<file path="src/rtl/rx_poll_pkg.sv">
package rx_poll_pkg;

  typedef enum logic [2:0] {
    PS_IDLE  = 3'd0,
    PS_SLEEP = 3'd1,
    PS_WAKE  = 3'd2,
    PS_CHECK = 3'd3,
    PS_RECV  = 3'd4
  } poll_state_e;

endpackage

</file>
<file path="src/rtl/rx_poll_sleep_tmr.sv">
module rx_poll_sleep_tmr #(
  parameter int SLEEP_W  = 5,
  parameter int EXT_W    = 2,
  parameter int UNIT_CYC = 1024
) (
  input  logic               clk,
  input  logic               rst_n,
  input  logic               load_i,
  input  logic               run_i,
  input  logic [SLEEP_W-1:0] code_i,
  input  logic [EXT_W-1:0]   sel_i,
  input  logic               ext_i,
  output logic               done_o
);
  localparam int MAX_SH  = (1 << EXT_W) - 1;
  localparam int UNITS_W = SLEEP_W + MAX_SH;
  localparam int PRE_W   = (UNIT_CYC > 1) ? $clog2(UNIT_CYC) : 1;
  localparam logic [PRE_W-1:0] PRE_LAST = PRE_W'(UNIT_CYC - 1);

  logic [UNITS_W-1:0] units_ld;
  logic [UNITS_W-1:0] rem_q;
  logic [PRE_W-1:0]   pre_q;
  logic               perm_q;

  // units to sleep: code, optionally shifted by the extension selector
  always_comb begin
    units_ld = UNITS_W'(code_i);
    if (ext_i) units_ld = units_ld << sel_i;
  end

  always_ff @(posedge clk or negedge rst_n) begin
    if (!rst_n) begin
      rem_q  <= '0;
      pre_q  <= '0;
      perm_q <= 1'b0;
    end else if (load_i) begin
      rem_q  <= units_ld;
      pre_q  <= '0;
      perm_q <= &code_i;
    end else if (run_i) begin
      if (pre_q == PRE_LAST) begin
        pre_q <= '0;
        if (rem_q != '0) rem_q <= rem_q - 1'b1;
      end else begin
        pre_q <= pre_q + 1'b1;
      end
    end
  end

  // done in the last cycle of the period (or at once for zero units)
  assign done_o = !perm_q &&
                  ((rem_q == '0) || ((rem_q == UNITS_W'(1)) && (pre_q == PRE_LAST)));

endmodule

</file>
<file path="src/rtl/rx_poll_wake_tmr.sv">
module rx_poll_wake_tmr #(
  parameter int STARTUP_CYC = 64
) (
  input  logic clk,
  input  logic rst_n,
  input  logic load_i,
  input  logic run_i,
  output logic done_o
);
  localparam int CNT_W = (STARTUP_CYC > 1) ? $clog2(STARTUP_CYC) : 1;
  localparam logic [CNT_W-1:0] CNT_LAST = CNT_W'(STARTUP_CYC - 1);

  logic [CNT_W-1:0] cnt_q;

  always_ff @(posedge clk or negedge rst_n) begin
    if (!rst_n)                          cnt_q <= '0;
    else if (load_i)                     cnt_q <= '0;
    else if (run_i && cnt_q != CNT_LAST) cnt_q <= cnt_q + 1'b1;
  end

  assign done_o = (cnt_q == CNT_LAST);

endmodule

</file>
<file path="src/rtl/rx_poll_fsm.sv">
module rx_poll_fsm
  import rx_poll_pkg::*;
(
  input  logic clk,
  input  logic rst_n,
  input  logic en_i,
  input  logic sleep_done_i,
  input  logic wake_done_i,
  input  logic chk_done_i,
  input  logic chk_pass_i,
  input  logic off_i,
  output logic sleep_load_o,
  output logic sleep_run_o,
  output logic wake_load_o,
  output logic wake_run_o,
  output logic fe_pwr_o,
  output logic chk_start_o,
  output logic rx_mode_o
);
  poll_state_e st_q, st_d;
  logic        in_check_q;

  always_comb begin
    st_d = st_q;
    if (!en_i) begin
      st_d = PS_IDLE;
    end else begin
      unique case (st_q)
        PS_IDLE:  st_d = PS_SLEEP;
        PS_SLEEP: if (sleep_done_i) st_d = PS_WAKE;
        PS_WAKE:  if (wake_done_i) st_d = PS_CHECK;
        PS_CHECK: if (chk_done_i) st_d = chk_pass_i ? PS_RECV : PS_SLEEP;
        PS_RECV:  if (off_i) st_d = PS_SLEEP;
        default:  st_d = PS_IDLE;
      endcase
    end
  end

  always_ff @(posedge clk or negedge rst_n) begin
    if (!rst_n) begin
      st_q       <= PS_IDLE;
      in_check_q <= 1'b0;
    end else begin
      st_q       <= st_d;
      in_check_q <= (st_q == PS_CHECK);
    end
  end

  assign sleep_load_o = (st_d == PS_SLEEP) && (st_q != PS_SLEEP);
  assign sleep_run_o  = (st_q == PS_SLEEP);
  assign wake_load_o  = (st_d == PS_WAKE) && (st_q != PS_WAKE);
  assign wake_run_o   = (st_q == PS_WAKE);
  assign fe_pwr_o     = (st_q == PS_WAKE) || (st_q == PS_CHECK) || (st_q == PS_RECV);
  assign chk_start_o  = (st_q == PS_CHECK) && !in_check_q;
  assign rx_mode_o    = (st_q == PS_RECV);

endmodule

</file>
<file path="src/rtl/rx_poll_seq.sv">
module rx_poll_seq #(
  parameter int SLEEP_W     = 5,
  parameter int EXT_W       = 2,
  parameter int UNIT_CYC    = 1024,
  parameter int STARTUP_CYC = 64
) (
  input  logic               clk,
  input  logic               rst_n,
  input  logic               poll_en_i,
  input  logic [SLEEP_W-1:0] sleep_code_i,
  input  logic [EXT_W-1:0]   ext_sel_i,
  input  logic               ext_active_i,
  input  logic               chk_done_i,
  input  logic               chk_pass_i,
  input  logic               off_cmd_i,
  output logic               fe_pwr_o,
  output logic               chk_start_o,
  output logic               rx_mode_o
);
  logic sleep_load, sleep_run, sleep_done;
  logic wake_load, wake_run, wake_done;

  rx_poll_fsm u_fsm (
    .clk          (clk),
    .rst_n        (rst_n),
    .en_i         (poll_en_i),
    .sleep_done_i (sleep_done),
    .wake_done_i  (wake_done),
    .chk_done_i   (chk_done_i),
    .chk_pass_i   (chk_pass_i),
    .off_i        (off_cmd_i),
    .sleep_load_o (sleep_load),
    .sleep_run_o  (sleep_run),
    .wake_load_o  (wake_load),
    .wake_run_o   (wake_run),
    .fe_pwr_o     (fe_pwr_o),
    .chk_start_o  (chk_start_o),
    .rx_mode_o    (rx_mode_o)
  );

  rx_poll_sleep_tmr #(
    .SLEEP_W  (SLEEP_W),
    .EXT_W    (EXT_W),
    .UNIT_CYC (UNIT_CYC)
  ) u_sleep (
    .clk    (clk),
    .rst_n  (rst_n),
    .load_i (sleep_load),
    .run_i  (sleep_run),
    .code_i (sleep_code_i),
    .sel_i  (ext_sel_i),
    .ext_i  (ext_active_i),
    .done_o (sleep_done)
  );

  rx_poll_wake_tmr #(
    .STARTUP_CYC (STARTUP_CYC)
  ) u_wake (
    .clk    (clk),
    .rst_n  (rst_n),
    .load_i (wake_load),
    .run_i  (wake_run),
    .done_o (wake_done)
  );

endmodule

</file>
<file path="config.mk">
export PLATFORM = sky130hd
export DESIGN_NAME = rx_poll_seq
export DESIGN_NICKNAME = d
export VERILOG_FILES = /design/src/rtl/rx_poll_pkg.sv /design/src/rtl/rx_poll_sleep_tmr.sv /design/src/rtl/rx_poll_wake_tmr.sv /design/src/rtl/rx_poll_fsm.sv /design/src/rtl/rx_poll_seq.sv
export SDC_FILE = /design/constraint.sdc
export NUM_CORES = 1
export LEC_CHECK = 0
export BUFFER_PORTS_ARGS = -buffer_cell sky130_fd_sc_hd__buf_2
export CORE_UTILIZATION = 45
export CTS_BUF_LIST = sky130_fd_sc_hd__clkbuf_4
export DETAILED_ROUTE_END_ITERATION = 12
export GPL_TIMING_DRIVEN = 0
export PLACE_DENSITY = 0.68
export SYNTH_ARGS = -nofsm -noshare
export SYNTH_HDL_FRONTEND = slang
export SYNTH_SLANG_ARGS = --single-unit
</file>
<file path="constraint.sdc">
create_clock -name clk -period 6.45 [get_ports clk]
set_input_delay 0.9675 -clock clk [delete_from_list [all_inputs] [get_ports clk]]
set_output_delay 0.9675 -clock clk [all_outputs]
set_load 0.02 [all_outputs]
</file>
==> reports/qor.yml, run 1 <==
finish:
  final_nets: 244
  drive_gt1_share_pct: 14.2
  multiInputGateArea_sq_um: 1050
  n_antenna_cell: 0
  stdcell_count: 274
  regArea_sq_um: 726
  area_growth_pct: 10.4
  fillers: 366
synth:
  yosysMostFrequentCell: "dfrtp_1"
  yosysTopAreaCellShare_pct: 39.6
  synth-edff-count: 0
  ys_types: 42
  synth-seq-area-share_pct: 39.6
  synth_flop_cell: "dfrtp_1"
  synth_fp_nets: 221
  ys_top_cells_by_area: "dfrtp_1 40%, nor2_1 5.3%, xor2_1 5.3%, mux2i_1 4.9%, nand2_1 4.9%"
  synth_common_cells: "29 x dfrtp_1, 26 x nor2_1, 24 x nand2_1"
  async_flop_share_pct: 100
  synth_top_area_cell: "dfrtp_1"
  syn_area_sq_um: 1830
  syn_area_per_cell_sq_um: 9.07
  yosysWarnings: 0
  synthesis.instances: 202
  ys_ff_latch: 29
floorplanning:
  io_pins: 17
  die_y_um: 65.8
  start_util_pct: 48.6
  core-area_sq_um: 3770
  dieArea_sq_um: 4330
  rows: 22
  die_w_um: 65.8
min_path:
  holdPathStages: 2
  hold_end: "u_wake.cnt_q[5]$_DFFE_PN0P_"
  hold_class: "flop to flop"
  holdCritStartpoint: "u_wake.cnt_q[5]$_DFFE_PN0P_"
power:
  p_switching_uw: 186
  p_sw_share_pct: 36.3
  power_frac_clock_pct: 19.9
  combPwrFrac_pct: 29.2
  powerDensity_nw_per_um2: 254
  seqPwrFrac_pct: 50.9
  max-vdd-ir-drop_mv: 0.145
  p_int_uw: 327
  p_leak_nw: 0.911
sta:
  setup_violations: 0
  max-slew-margin-rel_pct: 50.7
  finClkSkew_ns: 0.00705
  slew_violations: 0
  min_period_ns: 2.26
  timing.final.hold_violations: 0
  fin_setup_tns_ns: 0
  worst_pin_slew_ns: 0.733
  layout_worst_path_cycle_share_pct: 35.1
  grt_setup_unrepaired: "false"
  max_freq_mhz: 442
setup_path:
  critical_path.max_stage_delay_ns: 0.47
  endpoint_kind: "output port"
  r2r-end: "u_sleep.rem_q[1]$_DFFE_PN0P_"
  path_cells: "nand3b_1 -> nor2_1 -> buf_2"
  worstPathArrival_ns: 1.30
  worstReg2RegStart: "u_fsm.st_q[1]$_DFF_PN0_"
  worst-path-max-fanout: 8
  reg2regPathDepth: 6
  reg2reg_slack_ns: 4.19
  crit_required_ns: 5.48
  path_class: "flop to output port"
  cp-start-kind: "flop"
  cp_slowest_cell: "dfrtp_1"
cts:
  cts_resized: 0
  cts_buffer_depth: 2
  htreeDepth: 2
  hold_buffers: 0
  clock-sinks: 29
  cts_tree: "built"
  clk_latency_ns: 0.32
  clock-root-buffer: "clkbuf_4"
  path_clk_slew_ns: 0.09
  numCtsBuffers: 5
  cts_setup_buffers: 0
placed_design:
  gp_congestion: 0.796
  dp_hpwl_um: 2540
  dp.cells: 266
  port_buffers: 16
drt:
  wirelength_um: 3450
  antenna_left: 0
  drc: 0
  drt_pass1_iterations: 4
  vias: 1510
  vias_per_cell: 5.51
  wl_per_cell_um: 12.6
  drt_iter0_drc: 67
global_route:
  first_global_vias: 1469
  antenna_found_initial: 0
  grtUsageTotal_pct: 18.9
  globalRouteOverflowTotal: 0
  grt_max_degree: 30
  grt_pass1_wl_um: 6270
flow_run:
  max_cap_violations: 0
run_status:
  outcome: "complete, no violations"
-- worst max-delay path: cells and delay by family, from the launching register on --
family	cells	cell delay (ns)
buffers and inverters	1	0.16
DFF	1	0.47
and+or+nand+nor	2	0.35
-- per-stage QoR --
stage          setup WS (ns)  cell area (sq um)  hold slack, ns  total power, mW  utilization [%]
2_1_floorplan           4.35               1830           0.510            0.374                -
3_3_place_gp            4.03               1970           0.535            0.411             52.3
3_5_place_dp            4.02               1970           0.538            0.415             52.3
4_1_cts                 4.18               2020           0.561            0.519             53.6
5_1_grt                 4.06               2020           0.591            0.558             53.6
6_report                4.19               2020           0.559            0.514             53.6
-- sequential cells by signal, summed over array words and instances, names as in the netlist --
register and flops:
u_wake.cnt_q 6, u_fsm.in_check_q 1, u_fsm.st_q 3, u_sleep.perm_q 1, u_sleep.pre_q 10, u_sleep.rem_q 8
-- layout by cell type (no fill, tap or decap), drive strengths merged, types with 3 or more instances in the layout --
cell,n
xor2,11
nor3,5
inv,6
nand2b,3
buf,19
a22o,3
nand2,24
clkinv,3
nor4,3
nor3b,3
a21oi,6
mux2i,9
nor2b,3
dfrtp,29
xnor2,5
clkbuf,8
mux2,4
nand3,10
nor2,26
ha,5
o21ai,8
nand4,9
-- how the worst max path moves through the flow --
stage,startpoint,end,slack [ns]
after global placement,chk_done_i,u_sleep.pre_q[0]$_DFFE_PN0P_,4.03
after CTS,u_fsm.st_q[2]$_DFF_PN0_,chk_start_o,4.18
final,u_fsm.st_q[2]$_DFF_PN0_,chk_start_o,4.19
after global routing,u_fsm.st_q[0]$_DFF_PN0_,rx_mode_o,4.06
after detailed placement,chk_done_i,u_sleep.pre_q[0]$_DFFE_PN0P_,4.02
after floorplan,off_cmd_i,u_sleep.pre_q[3]$_DFFE_PN0P_,4.35
-- power by group through the flow --
stage / Combinational [mW] / Sequential (mW) / Clock, mW
after global placement: 0.147 / 0.263 / 0
after CTS: 0.151 / 0.261 / 0.106
after global routing: 0.173 / 0.270 / 0.115
after detailed placement: 0.150 / 0.265 / 0
after floorplan: 0.118 / 0.256 / 0
final: 0.150 / 0.262 / 0.102
-- layer usage --
metal | global-route usage, % | share of wire [%]
met5 | 0 | 0
met4 | 4.35 | 0.69
met3 | 5.17 | 2.4
met2 | 31.6 | 46
met1 | 24.0 | 51
-- cell families (layout without fill, tap and decap cells) --
logic type               Yosys count  after routing  synth area share (%)
flip-flops                        29             29                  39.6
multiplexers                      13             13                  7.38
AND/OR/NAND/NOR                   97             97                  27.4
XOR/XNOR                          16             16                  7.65
AO/OA/AOI/OAI                     30             30                  11.5
buffers and inverters             12             36                  3.01
adder cells (fa/ha/maj)            5              5                  3.42
-- cell type report --
cell class / count / share of cell area, %
clock buffers: 5 / 1.86
inverters: 6 / 1.11
well taps: 48 / 2.97
clock inverters: 3 / 0.619
repair buffers: 16 / 3.96
plain buffers: 6 / 1.61
flip-flops and latches: 29 / 35.9
multi-input cells: 161 / 52.0
(Power assumes the default switching activity.)
==> run 2, diff against run 1 <==
--- a/config.mk
+++ b/config.mk
@@ -10,7 +10,7 @@
 export CTS_BUF_LIST = sky130_fd_sc_hd__clkbuf_4
 export DETAILED_ROUTE_END_ITERATION = 12
 export GPL_TIMING_DRIVEN = 0
-export PLACE_DENSITY = 0.68
+export PLACE_DENSITY = 0.71
 export SYNTH_ARGS = -nofsm -noshare
 export SYNTH_HDL_FRONTEND = slang
 export SYNTH_SLANG_ARGS = --single-unit
==> constraint.sdc (replaced) <==
create_clock -name clk -period 1.9 [get_ports clk]
set_input_delay 0.285 -clock clk [delete_from_list [all_inputs] [get_ports clk]]
set_output_delay 0.285 -clock clk [all_outputs]
set_load 0.02 [all_outputs]
==> reports/qor.yml, run 2 (synthesis results as in run 1) <==
run_status:
  outcome: "finished, violations left"
  failed_checks: "negative setup slack"
setup_path:
  cp_slowest_cell: "dfrtp_2"
  worstPathArrival_ns: 2.21  # +0.91 ns
  endpoint: "u_sleep.pre_q[0]$_DFFE_PN0P_"
  crit_start: "u_fsm.st_q[2]$_DFF_PN0_"
  crit_required_ns: 2.14  # -3.34 ns
  reg2reg_slack_ns: -0.07  # -4.25 ns
  worstReg2RegStart: "u_fsm.st_q[2]$_DFF_PN0_"
  critical_path.max_stage_delay_ns: 0.43  # -0.04 ns
  reg2regPathDepth: 10  # +4
  cp-start-kind: "flop"
  worst-path-max-fanout: 5  # -3
  path_cells: "buf_6 -> buf_6 -> nand3b_1 -> buf_4 -> o22a_1 -> nor4b_4 -> buf_6 -> buf_4 -> clkbuf_16 -> o22ai_2"
  path_class: "flop to flop"
  endpoint_kind: "flop"
  r2r-end: "u_sleep.pre_q[0]$_DFFE_PN0P_"
  cp_common_cell: "buf_6"
sta:
  setup_violations: 8  # +8
  timing.final.hold_violations: 0  # unchanged
  fin_setup_tns_ns: -0.376  # -0.376 ns
  max-slew-margin-rel_pct: 54.8  # +4.1 points
  max_freq_mhz: 509
  layout_setup_ws_ns: -0.0659  # -4.25 ns
  slew_violations: 0  # unchanged
  min_period_ns: 1.97
  layout_worst_path_cycle_share_pct: 103
  finClkSkew_ns: 0.0172  # +0.0101 ns
  worst_pin_slew_ns: 0.676  # -0.0575 ns
  grt_setup_unrepaired: "true"
drt:
  vias_per_cell: 5.48  # -0.50%
  wl_per_cell_um: 14.2  # +12%
  drt_pass1_iterations: 6  # +2
  wirelength_um: 4250  # +23%
  antenna_left: 0  # unchanged
  drc: 0  # unchanged
  drt_iter0_drc: 111  # +66%
  vias: 1645  # +8.9%
finish:
  largest_reg_flops: 10  # unchanged
  design_area_sq_um: 2420  # +20%
  top_regs: "u_sleep.pre_q x10, u_sleep.rem_q x8, u_wake.cnt_q x6"
  largest-register: "u_sleep.pre_q"
  final_common_cell: "dfrtp_1"
  drive_gt1_share_pct: 32.9  # +19 points
  stdcell_count: 300  # +9.5%
  final_cell_mix: "25 x dfrtp_1, 23 x buf_4, 22 x nor2_1, 21 x nand2_1, 15 x buf_2"
  area_growth_pct: 32.2
  n_antenna_cell: 0  # unchanged
  final_nets: 272  # +11%
global_route:
  grtUsageTotal_pct: 20.7  # +1.8 points
  first_global_vias: 1574  # +7.1%
  antenna_found_initial: 0  # unchanged
  grt_pass1_wl_um: 6790  # +8.4%
  grt_max_degree: 30  # unchanged
  globalRouteOverflowTotal: 0  # unchanged
min_path:
  hold_class: "primary input to flop"
  holdPathStages: 3  # +1
floorplanning:
  rows: 22  # unchanged
  start_util_pct: 48.6  # unchanged
  io_pins: 17  # unchanged
  die_w_um: 65.8  # unchanged
  dieArea_sq_um: 4330  # unchanged
  core-area_sq_um: 3770  # unchanged
  die_y_um: 65.8  # unchanged
placed_design:
  place_ws_ns: -0.245  # -4.26 ns
  gp_congestion: 0.791  # -0.58%
  port_buffers: 16  # unchanged
  dp_hpwl_um: 2450  # -3.4%
  dp.cells: 266  # unchanged
  dpl_cell_area_sq_um: 1970  # unchanged
power:
  powerDensity_nw_per_um2: 837  # +230%
  max-vdd-ir-drop_mv: 0.585  # +300%
  p_total_mw: 2.03  # +290%
  p_leak_nw: 1.09  # +20%
cts:
  numCtsBuffers: 5  # unchanged
  clock-root-buffer: "clkbuf_4"
  clk_latency_ns: 0.32  # about the same
  path_clk_slew_ns: 0.09  # about the same
  cts_tree: "built"
  cts_buffer_depth: 2  # unchanged
  clock-sinks: 29  # unchanged
  htreeDepth: 2  # unchanged
flow_run:
  max_cap_violations: 0  # unchanged
run 2: cell count changes in the layout (fill, tap and decap cells not counted), moves of 3 or more:
cell	previous run	this run
nor2_4	0	3
buf_6	1	6
buf_2	18	15
nand2_1	24	21
nand2_2	0	3
dfrtp_2	0	4
buf_4	0	23
nor2_1	26	22
dfrtp_1	29	25
run 2: worst max-delay path: cells and delay by family, from the launching register on:
kind / cells / cell delay (ns)
buffers and inverters: 6 / 0.86
DFF: 1 / 0.43
and+or+nand+nor: 2 / 0.33
AOI/OAI and AO/OA: 2 / 0.26
run 2: layout make-up:
type / instances / area, sq um
Sequential cell: 29 / 731
Multi-Input combinational cell: 161 / 1190
Buffer: 4 / 26.3
Clock inverter: 1 / 5.00
Tap cell: 48 / 60.1
Timing Repair Buffer: 46 / 350
Fill cell: 294 / 1350
Inverter: 6 / 22.5
Clock buffer: 5 / 37.5
run 2: layer usage:
metal | vias to the layer above | share of wire, % | GRT usage, %
met4 | 0 | 0.49 | 5.16
met3 | 4 | 3.0 | 6.55
met5 | - | 0 | 0
met1 | 783 | 46 | 26.4
li1 | 828 | - | -
met2 | 30 | 50 | 33.5
run 2: how the worst min path moves through the flow:
stage,start,end
finish,sleep_code_i[0],u_sleep.rem_q[0]$_DFFE_PN0P_
global route,sleep_code_i[0],u_sleep.rem_q[0]$_DFFE_PN0P_
CTS,sleep_code_i[0],u_sleep.rem_q[0]$_DFFE_PN0P_
detailed placement,rst_n,u_sleep.pre_q[3]$_DFFE_PN0P_
global placement,rst_n,u_sleep.pre_q[3]$_DFFE_PN0P_
floorplan,rst_n,u_fsm.in_check_q$_DFF_PN0_
run 2: per-stage QoR:
| stage | hold slack [ns] | util (%) |
|---|---|---|
| finish | 0.280 | 64.2 |
| global route | 0.249 | 64.2 |
| CTS | 0.256 | 58.3 |
| detailed placement | 0.358 | 52.3 |
| global placement | 0.362 | 52.3 |
| floorplan | -0.0106 | - |
run 2: power by group:
group / internal [mW] / switching (mW) / total (mW)
registers: 0.752 / 0.146 / 0.898
clock network: 0.128 / 0.201 / 0.329
logic: 0.402 / 0.398 / 0.800
total: 1.28 / 0.745 / 2.03
run 2: timing repair:
action / in CTS / in global routing
hold endpoints to repair: 4 / 0
hold buffers: 1 / 0
buffers inserted: 15 / 13
setup endpoints to repair: 27 / 27
gates resized for setup: 16 / 28
cloned: 0 / 1
pin swaps: 6 / 7
